[src/rtl/brs_pkg.sv]
// Package: shared types and configuration decoding for the burst read sequencer.
// Assumes the configuration word layout described in the brief.
package brs_pkg;

    typedef enum logic [1:0] {
        PH_IDLE = 2'd0,
        PH_LAT  = 2'd1,
        PH_DATA = 2'd2,
        PH_END  = 2'd3
    } phase_t;

    // Burst settings captured at the address strobe.
    typedef struct packed {
        logic [2:0] lat;     // effective first-access latency, 2..7
        logic       dhold;   // present each word for two clocks
        logic       wearly;  // WAIT leads data by one clock
        logic       nowrap;  // cross segment boundaries
        logic [1:0] blsel;   // 0:4 words 1:8 words 2:16 words 3:continuous
    } burst_cfg_t;

    localparam logic [2:0] LAT_MIN = 3'd2;
    localparam logic [1:0] BL_CONT = 2'd3;

    // Clamp latency codes below the minimum.
    function automatic logic [2:0] eff_latency(input logic [2:0] code);
        return (code < LAT_MIN) ? LAT_MIN : code;
    endfunction

    // Map the length code to a segment-size selector.
    function automatic logic [1:0] bl_select(input logic [2:0] code);
        case (code)
            3'b001:  return 2'd0;
            3'b010:  return 2'd1;
            3'b011:  return 2'd2;
            default: return BL_CONT;
        endcase
    endfunction

endpackage

[src/rtl/brs_addr_step.sv]
// Next-address generator. For each segment size it builds a candidate that
// increments inside the aligned segment, and it also builds a plain increment.
// The selector and the no-wrap flag pick the result. Assumes AW >= 4.
module brs_addr_step #(
    parameter int AW = 6
) (
    input  logic [AW-1:0] cur,
    input  logic [1:0]    blsel,
    input  logic          nowrap,
    output logic [AW-1:0] nxt
);
    localparam int NSEL = 4;

    logic [AW-1:0] cand [NSEL];

    for (genvar g = 0; g < NSEL; g++) begin : g_cand
        if (g < NSEL - 1) begin : g_wrap
            localparam int SW = g + 2;
            // increment low SW bits only, upper bits fixed
            assign cand[g] = {cur[AW-1:SW], cur[SW-1:0] + SW'(1)};
        end else begin : g_lin
            assign cand[g] = cur + AW'(1);
        end
    end

    // pick the linear increment when wrapping is disabled
    always_comb nxt = nowrap ? cand[NSEL-1] : cand[blsel];

endmodule

[src/rtl/brs_array.sv]
// Synchronous word array model. It has one write port for loading, and a
// read port whose registered output is the data output register. The output
// register holds its value when no read is requested.
module brs_array #(
    parameter int AW = 6,
    parameter int DW = 16
) (
    input  logic          clk,
    input  logic          rst_n,
    input  logic          we,
    input  logic [AW-1:0] waddr,
    input  logic [DW-1:0] wdata,
    input  logic          re,
    input  logic [AW-1:0] raddr,
    output logic [DW-1:0] q
);
    localparam int DEPTH = 1 << AW;

    logic [DW-1:0] mem [DEPTH];

    // array write
    always_ff @(posedge clk) begin
        if (we) mem[waddr] <= wdata;
    end

    // registered read, held when idle
    always_ff @(posedge clk) begin
        if (!rst_n)  q <= '0;
        else if (re) q <= mem[raddr];
    end

endmodule

[src/rtl/brs_ctrl.sv]
// Burst control. Captures address and settings at the strobe, counts latency,
// steps beats with optional two-clock hold, ends finite bursts and produces the
// internal WAIT request. All state freezes while oe_n is high.
// Assumes adv_n is pulsed only while ce_n is low.
module brs_ctrl #(
    parameter int AW = 6
) (
    input  logic                clk,
    input  logic                rst_n,
    input  logic                ce_n,
    input  logic                adv_n,
    input  logic                oe_n,
    input  logic [AW-1:0]       addr_in,
    input  brs_pkg::burst_cfg_t cfg_in,
    input  logic                na_in,
    output brs_pkg::phase_t     phase,
    output logic                na_q,
    output logic                rd_en,
    output logic [AW-1:0]       rd_addr,
    output logic                wait_act
);
    import brs_pkg::*;

    localparam int BW = 4;

    burst_cfg_t    cfg_q;
    logic [2:0]    lat_cnt;
    logic [BW-1:0] beat;
    logic          hold;
    logic [AW-1:0] addr_q;
    logic [AW-1:0] start_q;
    logic [AW-1:0] nxt_addr;
    logic [BW-1:0] beat_last;
    logic          finite;
    logic          last_beat;
    logic          hold_now;
    logic          step;
    logic          strobe;
    logic          live;
    logic          valid_next;

    brs_addr_step #(.AW(AW)) step_i (
        .cur    (addr_q),
        .blsel  (cfg_q.blsel),
        .nowrap (cfg_q.nowrap),
        .nxt    (nxt_addr)
    );

    // derived beat bookkeeping
    always_comb begin
        beat_last = BW'((5'd4 << cfg_q.blsel) - 5'd1);
        finite    = (cfg_q.blsel != BL_CONT) && !na_q;
        last_beat = finite && (beat == beat_last);
        hold_now  = cfg_q.dhold && !hold;
        step      = !hold_now && !last_beat;
        strobe    = !ce_n && !adv_n;
        live      = !ce_n && adv_n && !oe_n;
    end

    // array read request and address
    always_comb begin
        rd_en   = live && (((phase == PH_LAT) && (lat_cnt == 3'd0)) ||
                           ((phase == PH_DATA) && step));
        rd_addr = (phase == PH_LAT) ? addr_q : nxt_addr;
    end

    // burst state machine
    always_ff @(posedge clk) begin
        if (!rst_n) begin
            phase   <= PH_IDLE;
            cfg_q   <= '0;
            na_q    <= 1'b0;
            lat_cnt <= '0;
            beat    <= '0;
            hold    <= 1'b0;
            addr_q  <= '0;
            start_q <= '0;
        end else if (ce_n) begin
            phase <= PH_IDLE;
        end else if (strobe) begin
            phase   <= PH_LAT;
            cfg_q   <= cfg_in;
            na_q    <= na_in;
            lat_cnt <= cfg_in.lat - 3'd1;
            beat    <= '0;
            hold    <= 1'b0;
            addr_q  <= addr_in;
            start_q <= addr_in;
        end else if (!oe_n) begin
            case (phase)
                PH_LAT: begin
                    if (lat_cnt == 3'd0) begin
                        phase <= PH_DATA;
                        hold  <= 1'b0;
                    end else begin
                        lat_cnt <= lat_cnt - 3'd1;
                    end
                end
                PH_DATA: begin
                    if (hold_now) begin
                        hold <= 1'b1;
                    end else if (last_beat) begin
                        phase <= PH_END;
                        hold  <= 1'b0;
                    end else begin
                        hold   <= 1'b0;
                        beat   <= beat + BW'(1);
                        addr_q <= nxt_addr;
                    end
                end
                default: ;
            endcase
        end
    end

    // WAIT request, aligned with or one clock ahead of the data
    always_comb begin
        case (phase)
            PH_LAT:  valid_next = (lat_cnt == 3'd0);
            PH_DATA: valid_next = !(last_beat && !hold_now);
            default: valid_next = 1'b0;
        endcase
        if (ce_n || oe_n || (phase == PH_IDLE))
            wait_act = 1'b0;
        else if (cfg_q.wearly)
            wait_act = !valid_next;
        else
            wait_act = (phase != PH_DATA);
    end


    // idle_after_deselect_chk
    idle_after_deselect_chk: assert property (@(posedge clk) disable iff (!rst_n)
        ce_n |=> (phase == PH_IDLE) && !wait_act);


    // suspend_freeze_chk
    suspend_freeze_chk: assert property (@(posedge clk) disable iff (!rst_n)
        (!ce_n && adv_n && oe_n) |=>
            $stable(addr_q) && $stable(lat_cnt) && $stable(beat) && $stable(phase));


    // segment_stay_chk
    segment_stay_chk: assert property (@(posedge clk) disable iff (!rst_n)
        ((phase == PH_DATA) && !cfg_q.nowrap && finite) |->
            (((addr_q ^ start_q) >> ({1'b0, cfg_q.blsel} + 3'd2)) == '0));


    // beat_bound_chk
    beat_bound_chk: assert property (@(posedge clk) disable iff (!rst_n)
        ((phase == PH_DATA) && finite) |-> (beat <= beat_last));

endmodule

[src/rtl/burst_rd_seq.sv]
// Top of the burst read sequencer. Decodes the configuration word, holds the
// non-array word, selects the output source and applies WAIT polarity live.
// Assumes the array is loaded only while no burst is running.
module burst_rd_seq #(
    parameter int AW = 6,
    parameter int DW = 16
) (
    input  logic          clk,
    input  logic          rst_n,
    input  logic          ce_n,
    input  logic          adv_n,
    input  logic          oe_n,
    input  logic [AW-1:0] addr_in,
    input  logic [15:0]   cfg,
    input  logic          nonarray,
    input  logic [DW-1:0] alt_word,
    input  logic          ld_en,
    input  logic [AW-1:0] ld_addr,
    input  logic [DW-1:0] ld_data,
    output logic [DW-1:0] dout,
    output logic          wait_o
);
    import brs_pkg::*;

    burst_cfg_t    cfg_now;
    phase_t        phase;
    logic          na_q;
    logic          rd_en;
    logic [AW-1:0] rd_addr;
    logic          wait_act;
    logic [DW-1:0] arr_q;
    logic [DW-1:0] alt_q;
    logic          unused_cfg;

    // decode the configuration word
    always_comb begin
        cfg_now.lat    = eff_latency(cfg[13:11]);
        cfg_now.dhold  = cfg[9];
        cfg_now.wearly = cfg[8];
        cfg_now.nowrap = cfg[3];
        cfg_now.blsel  = bl_select(cfg[2:0]);
        unused_cfg     = ^{cfg[15:14], cfg[7:4]};
    end

    brs_ctrl #(.AW(AW)) ctrl_i (
        .clk      (clk),
        .rst_n    (rst_n),
        .ce_n     (ce_n),
        .adv_n    (adv_n),
        .oe_n     (oe_n),
        .addr_in  (addr_in),
        .cfg_in   (cfg_now),
        .na_in    (nonarray),
        .phase    (phase),
        .na_q     (na_q),
        .rd_en    (rd_en),
        .rd_addr  (rd_addr),
        .wait_act (wait_act)
    );

    brs_array #(.AW(AW), .DW(DW)) array_i (
        .clk   (clk),
        .rst_n (rst_n),
        .we    (ld_en),
        .waddr (ld_addr),
        .wdata (ld_data),
        .re    (rd_en),
        .raddr (rd_addr),
        .q     (arr_q)
    );

    // capture the non-array word at the strobe
    always_ff @(posedge clk) begin
        if (!rst_n)                 alt_q <= '0;
        else if (!ce_n && !adv_n)   alt_q <= alt_word;
    end

    // output source and WAIT level
    always_comb begin
        dout   = na_q ? alt_q : arr_q;
        wait_o = cfg[10] ? wait_act : !wait_act;
    end


    // dout_frozen_chk
    dout_frozen_chk: assert property (@(posedge clk) disable iff (!rst_n)
        (!ce_n && adv_n && oe_n) |=> $stable(dout));


    // nonarray_repeat_chk
    nonarray_repeat_chk: assert property (@(posedge clk) disable iff (!rst_n)
        (na_q && adv_n && (phase == PH_DATA) && ($past(phase) == PH_DATA)) |->
            $stable(dout));

endmodule

[config.mk]
export PLATFORM = sky130hd
export DESIGN_NAME = burst_rd_seq
export DESIGN_NICKNAME = d
export VERILOG_FILES = /design/src/rtl/brs_pkg.sv /design/src/rtl/brs_addr_step.sv /design/src/rtl/brs_array.sv /design/src/rtl/brs_ctrl.sv /design/src/rtl/burst_rd_seq.sv
export SDC_FILE = /design/constraint.sdc
export NUM_CORES = 1
export LEC_CHECK = 0
export ABC_AREA = 1
export BUFFER_PORTS_ARGS = -buffer_cell sky130_fd_sc_hd__buf_2
export CORE_MARGIN = 2
export CORE_UTILIZATION = 40
export DETAILED_ROUTE_END_ITERATION = 7
export GPL_ROUTABILITY_DRIVEN = 0
export SETUP_SLACK_MARGIN = 0.05
export SYNTH_ARGS = -nofsm -noshare
export SYNTH_HDL_FRONTEND = slang
export SYNTH_HIERARCHICAL = 1
export SYNTH_SLANG_ARGS = --single-unit
[constraint.sdc]
create_clock -name clk -period 3.5 [get_ports clk]
set_input_delay 0.175 -clock clk [delete_from_list [all_inputs] [get_ports clk]]
set_output_delay 0.175 -clock clk [all_outputs]
set_load 0.01 [all_outputs]
==> key figures, run 1 <==
Floorplanning
  • Full die area: 114200 um2
  • IO Pins: 84
  • Core area: 110700 um2
  • Initial core utilization: 0.4032
  • # rows: 122
  • Die W: 338 um
  • Die height: 338 um

STA
  • RSZ-0062 raised after global routing: false
  • Worst Max-Slew Pin Slew: 1.294 ns
  • Fin Setup TNS: 0 ns
  • Slew HR: 0.1376
  • Crit share post-route: 0.8821
  • Max-slew violation count: 0
  • Setup WS post-layout: 0.4128 ns
  • Fin crit period: 3.087 ns
  • Final hold vios: 0
  • Clk_skew: 0.03244 ns
  • Setup-failing EPs final: 0
  • Highest clock rate: 323.9 MHz

Layout
  • Layout cells sized above 1: 0.1072
  • Area grow syn2layout: 14.87%
  • Layout fillers: 9851
  • # nets final: 4160
  • Multi-input logic area: 11030 um2
  • Reg area: 31830 um2

CTS
  • Clock root cell: clkbuf_16
  • CTS buffer count: 110
  • Worst skew pair latency: 0.69 ns
  • Clk buf depth: 3
  • Clk sinks: 1078
  • CTS H-tree depth: 3
  • CTS tree: done
  • Clock transition at the registers of the reported paths: 0.06 ns

Drt
  • Routed WL: 119100 um
  • Final ANT Viol Nets: 0
  • DRT iter0 DRCs: 3318
  • Vias per cell: 5.260
  • Drc violations: 0
  • Via count: 29810
  • Drt wl/cell: 21.01 um
  • DRT Pass-1 Iters: 6

GRT
  • Total grt overflow: 0
  • Initial antenna violation count: 1
  • First-pass GRT wire length: 177600 um
  • GRT Total Usage: 0.2078
  • Number of global-route vias before repair: 27980
  • Largest net degree at the start of global routing: 125

Synthesis
  • Total number of yosys warnings: 6
  • Register bit total from synthesis: 1078
  • Avg Inst Size Synth: 11.41 um2
  • Synth Area in Simple Gates: 0.2332
  • Unique masters post-synth: 38
  • Seq/Total Area, Yosys: 0.7133
  • Largest family of logic cells by synthesized area: simple AND/OR/NAND/NOR gates
  • Mapped Area: 44620 um2
  • Net Count, Synth: 3985
  • Cell taking the most area after synthesis: edfxtp_1
  • Xor/xnor cell area share of the yosys netlist: 0.0009533
  • Synth area leaders: edfxtp_1 (69%), nand3_1 (11%), nand2_1 (11%), dfxtp_1 (2.4%), buf_2 (1.4%)
  • Compound-gate portion of the synthesized area: 0.008524
  • Mux share of post-synthesis cell area: 0.0002243
  • Syn Inst Count: 3912
  • Top-area cell type share of the netlist area: 0.6891
  • Post-synthesis adder-cell area fraction: 0.001682

Job
  • MaxCap Viol Count: 0

Status
  • Status: finished clean

Worst setup path
  • Critical path type: reg -> reg
  • CP required: 4.11 ns
  • Type of destination of the critical path: flop
  • Crit path arrival time: 3.70 ns
  • CP Max Fanout: 40
  • Element type at the critical path start: flop

Pwr
  • Leakage: 0.01841 uW
  • PD cells: 551.9 nW/um2
  • Worst vdd ir: 0.4472 mV

Min path
  • Hold Crit Class: in -> reg

Placed design
  • Pre-CTS WS: 0.3307 ns
  • # port buffers: 77
  • Hpwl dp: 67610 um
logic make-up after synthesis:
group | count (synthesis)
buffers and inverters | 343
DFF | 1078
muxes | 1
and+or+nand+nor | 2413
AOI/OAI and AO/OA | 67
xor gates and xnor gates | 4
adders and majority gates | 6
report_power, final:
group	switching [uW]	internal, uW
logic	1750	730
registers	32.7	14200
clock network	4940	6610
total	6730	21600
Yosys cell counts:
library cell / instances
nand3_2: 6
nand3b_1: 3
o21a_1: 1
o21ai_0: 37
o21ai_1: 7
nor3_4: 1
xnor2_2: 1
a21oi_1: 11
nand4_1: 13
nor2_2: 3
nor4_1: 8
buf_6: 43
a211oi_2: 1
edfxtp_1: 1024
inv_1: 89
nand3_1: 956
a21oi_2: 7
mux2i_1: 1
inv_6: 1
nor2_4: 2
o21ai_2: 1
a21boi_1: 1
dfxtp_1: 54
nand2_1: 1265
nand2_4: 1
xor2_1: 2
nand2_2: 3
xnor2_1: 1
clkbuf_2: 2
buf_4: 22
buf_8: 2
buf_1: 18
o21bai_1: 1
ha_1: 6
inv_2: 8
clkbuf_1: 33
buf_2: 125
nor2_1: 152
worst paths after layout:
kind	startpoint	endpoint	slack (ns)	depth (start not counted)
max	ctrl_i/phase[1]$_SDFFE_PP0P_	array_i/q[0]$_SDFFE_PN0P_	0.41	16
max reg2reg	ctrl_i/phase[1]$_SDFFE_PP0P_	array_i/q[0]$_SDFFE_PN0P_	0.41	16
min reg2reg	ctrl_i/cfg_q[4]$_SDFFE_PN0P_	ctrl_i/cfg_q[4]$_SDFFE_PN0P_	0.46	2
min	cfg[13]	ctrl_i/lat_cnt[1]$_SDFFE_PN0P_	0.05	5
metrics by stage:
stage	utilization	total power, uW	instance area (um2)	hold slack (ns)	cells
finish	0.4632	28290	51260	0.05095	5667
floorplan	-	16000	44620	0.2739	3912
global placement	0.4255	16910	47090	0.4022	5399
detailed placement	0.4255	16940	47090	0.4082	5399
CTS	0.4631	28360	51260	0.001342	5666
global route	0.4632	29110	51260	0.02627	5666
area by class of cell:
type | instances | area share
diodes | 1 | 0.00004882
clock buffers | 153 | 0.05821
clock inverters | 50 | 0.01052
inverters | 98 | 0.007689
multi-input cells | 2491 | 0.2152
flip-flops and latches | 1078 | 0.6210
well taps | 1488 | 0.03632
repair buffers | 308 | 0.05106
repair_timing:
action                     in CTS  in global routing
hold buffers                   64                  0
setup buffers                   0                  0
hold endpoints to repair       34                  0
gates resized for setup         0                  1
setup endpoints to repair       0                  1
layout by cell type (no fill, tap or decap), types with 6 or more instances in the layout:
cell type      instances
nor2_1               147
dfxtp_1               54
nor2_2                 8
buf_12                27
edfxtp_1            1024
nor4_2                 8
inv_2                  7
clkbuf_16            110
bufinv_16              9
clkbuf_8               7
nand3_2                6
o21ai_0               31
nand4_1               13
a21oi_2                7
inv_1                 88
dlygate4sd3_1         64
clkinv_1              19
clkinv_2               9
buf_4                140
clkbuf_1              36
buf_2                 77
nand3_1              956
nand2_1             1265
a21oi_1               11
o21ai_1                8
per-layer routing:
| metal | routed length [um] | GRT usage | up-vias |
|---|---|---|---|
| li1 | - | - | 14000 |
| met4 | 2926 | 0.05277 | 2 |
| met2 | 54340 | 0.3279 | 1151 |
| met1 | 53130 | 0.3025 | 14470 |
| met5 | 16 | 0 | - |
| met3 | 8672 | 0.02992 | 185 |
sequential cells by signal (all words and copies together), names as in the netlist:
signal and count:
alt_q 16, array_i/mem 1024, array_i/q 16, ctrl_i/addr_q 6, ctrl_i/beat 4, ctrl_i/cfg_q 5, ctrl_i/hold 1, ctrl_i/lat_cnt 3
ctrl_i/na_q 1, ctrl_i/phase 2
worst max-delay path, cell delays in order, from the launching register on:
cell and delay (ns):
dfxtp_1 0.31, inv_1 0.10, ha_2 0.32, nand2_1 0.13
o21ai_4 0.16, buf_12 0.26, buf_4 0.43, nand2_1 0.09
nand3_1 0.10, nand3_1 0.10, nand3_1 0.20, nand2_1 0.18
nand2_1 0.09, nand3_1 0.20, nand3_1 0.21, nand2_1 0.07
inv_1 0.05
(Power assumes the default switching activity.)
==> inputs of run 2 (changes only) <==
- MAX_ROUTING_LAYER: unset -> met4
==> run 2 against run 1 <==
Effect of this change:
- worst setup slack worse by 0.11 ns
- flip-flop and latch count unchanged
- combinational power about the same
- register-to-register slack worse by 0.11 ns
- clock skew up 0.0043 ns
- critical path depth grew 1
- sequential power about the same
- clock-buffer cell count unchanged
- die area did not move
- total power about the same
- global-route usage up 0.64 points
- largest cell class unchanged
- largest power group unchanged
==> key figures, run 2 (synthesis gave the netlist of run 1 again) <==
STA
  • Highest clock rate: 313.2 MHz
  • Clk_skew: 0.03674 ns
  • Slew HR: 0.1330
  • Crit share post-route: 0.9121
  • Setup-failing EPs final: 0
  • Final hold vios: 0
  • Max-slew violation count: 0
  • Fin crit period: 3.192 ns
  • Fin Setup TNS: 0 ns
  • RSZ-0062 raised after global routing: false
  • Worst Max-Slew Pin Slew: 1.301 ns

Drt
  • DRT iter0 DRCs: 3229
  • Drc violations: 0
  • Via count: 29750
  • DRT Pass-1 Iters: 5
  • Vias per cell: 5.249
  • Final ANT Viol Nets: 0
  • Drt wl/cell: 21.04 um
  • Routed WL: 119200 um

Placed design
  • Hpwl dp: 67610 um
  • DP Area: 47090 um2
  • # port buffers: 77

Floorplanning
  • # rows: 122
  • IO Pins: 84
  • Initial core utilization: 0.4032
  • Die W: 338 um
  • Die height: 338 um
  • Core area: 110700 um2
  • Full die area: 114200 um2

Min path
  • Hold Crit Class: in -> reg
  • Hold Crit Start: ld_data[13]

Pwr
  • Total Power: 28300 uW
  • Worst vdd ir: 0.4472 mV
  • Leakage: 0.01841 uW
  • PD cells: 552.1 nW/um2

Layout
  • Largest Register: array_i/mem
  • Most common cell after layout, fill and taps aside: nand2_1
  • # nets final: 4160
  • Most frequent cells in the layout: nand2_1 (1265), edfxtp_1 (1024), nand3_1 (956)
  • Area grow syn2layout: 14.88%
  • Largest register FFs: 1024
  • Layout cells sized above 1: 0.1070
  • Fin area: 51260 um2
  • Layout fillers: 9849
  • Top flop regs: array_i/mem (1024), alt_q (16), array_i/q (16)

GRT
  • Initial antenna violation count: 1
  • Total grt overflow: 0
  • First-pass GRT wire length: 177800 um
  • Number of global-route vias before repair: 27980
  • Largest net degree at the start of global routing: 125
  • GRT Total Usage: 0.2143

CTS
  • CTS buffer count: 110
  • Worst skew pair latency: 0.70 ns
  • Clk sinks: 1078
  • Clk buf depth: 3
  • Clock transition at the registers of the reported paths: 0.06 ns
  • Clock root cell: clkbuf_16
  • CTS tree: done
  • CTS H-tree depth: 3

Worst setup path
  • Element type at the critical path start: flop
  • CP delay by family, top: simple AND/OR/NAND/NOR gates
  • CP Launch Point: ctrl_i/phase[1]$_SDFFE_PP0P_
  • Bufs and invs on worst path: 5
  • Crit path arrival time: 3.81 ns
  • Critical path type: reg -> reg
  • CP Max Fanout: 56
  • Slowest-stage cell, CP: ha_1
  • FF-to-FF Start: ctrl_i/phase[1]$_SDFFE_PP0P_
  • CP cell instances: inv_1 > ha_1 > nand2_1 > o21ai_4 > buf_12 > buf_12 > buf_4 > nand2_1 > nand3_1 > nand3_1 > nand3_1 > nand2_1 > nand2_1 > nand3_1 > nand3_1 > nand2_1 > inv_1
  • Type of destination of the critical path: flop
  • CP required: 4.11 ns
  • Critical path's largest stage delay: 0.41 ns

Status
  • Status: finished clean

Job
  • MaxCap Viol Count: 0
[run 2: per-stage QoR]
step	hold slack (ns)	util	instances	setup slack, ns
2_1_floorplan	0.2739	-	3912	0.7709
3_3_place_gp	0.4022	0.4255	5399	0.3448
3_5_place_dp	0.4082	0.4255	5399	0.3307
4_1_cts	0.001342	0.4631	5666	0.3074
5_1_grt	0.02465	0.4632	5667	0.05034
6_report	0.04551	0.4632	5669	0.3076
[run 2: per-layer routing]
metal	global-route usage	part of all wire	vias up
li1	-	-	14000
met1	0.3021	0.44	14420
met2	0.3288	0.46	1145
met3	0.02986	0.078	182
met4	0.05248	0.023	0
met5	-	0	-
[run 2: power by group]
group          switching, uW  internal [uW]  leakage [uW]
registers               32.7          14200       0.00965
logic                   1760            729       0.00706
clock network           4950           6610       0.00169
total                   6740          21600        0.0184
[run 2: layout make-up]
| cell class | instances | area, um2 | share of cell area |
|---|---|---|---|
| Multi-Input combinational cell | 2491 | 11030 | 0.2151 |
| Timing Repair Buffer | 308 | 2618 | 0.05106 |
| Tap cell | 1488 | 1862 | 0.03632 |
| Inverter | 98 | 394.1 | 0.007688 |
| Clock inverter | 50 | 539.3 | 0.01052 |
| Clock buffer | 153 | 2984 | 0.05821 |
| Sequential cell | 1078 | 31830 | 0.6209 |
| Antenna cell | 3 | 7.507 | 0.0001464 |
[run 2: timing repair]
action / 4_1_cts / 5_1_grt
endpoints found under the hold margin: 34 / 0
hold buffers: 64 / 0
gates resized for setup: 0 / 0
setup buffers: 0 / 0
[run 2: final timing paths]
path | depth (start not counted) | slack, ns | endpoint
setup reg to reg | 17 | 0.31 | array_i/q[2]$_SDFFE_PN0P_
hold reg to reg | 2 | 0.46 | ctrl_i/cfg_q[4]$_SDFFE_PN0P_
setup / recovery | 17 | 0.31 | array_i/q[2]$_SDFFE_PN0P_
hold / removal | 1 | 0.05 | array_i/mem[50][13]$_DFFE_PP_
[run 2: worst register-to-register path, cell delays in order (launching register included)]
cell,delay [ns]
dfxtp_1,0.31
inv_1,0.09
ha_1,0.41
nand2_1,0.16
o21ai_4,0.17
buf_12,0.26
buf_12,0.31
buf_4,0.37
nand2_1,0.11
nand3_1,0.10
nand3_1,0.08
nand3_1,0.11
nand2_1,0.14
nand2_1,0.10
nand3_1,0.10
nand3_1,0.19
nand2_1,0.08
inv_1,0.06
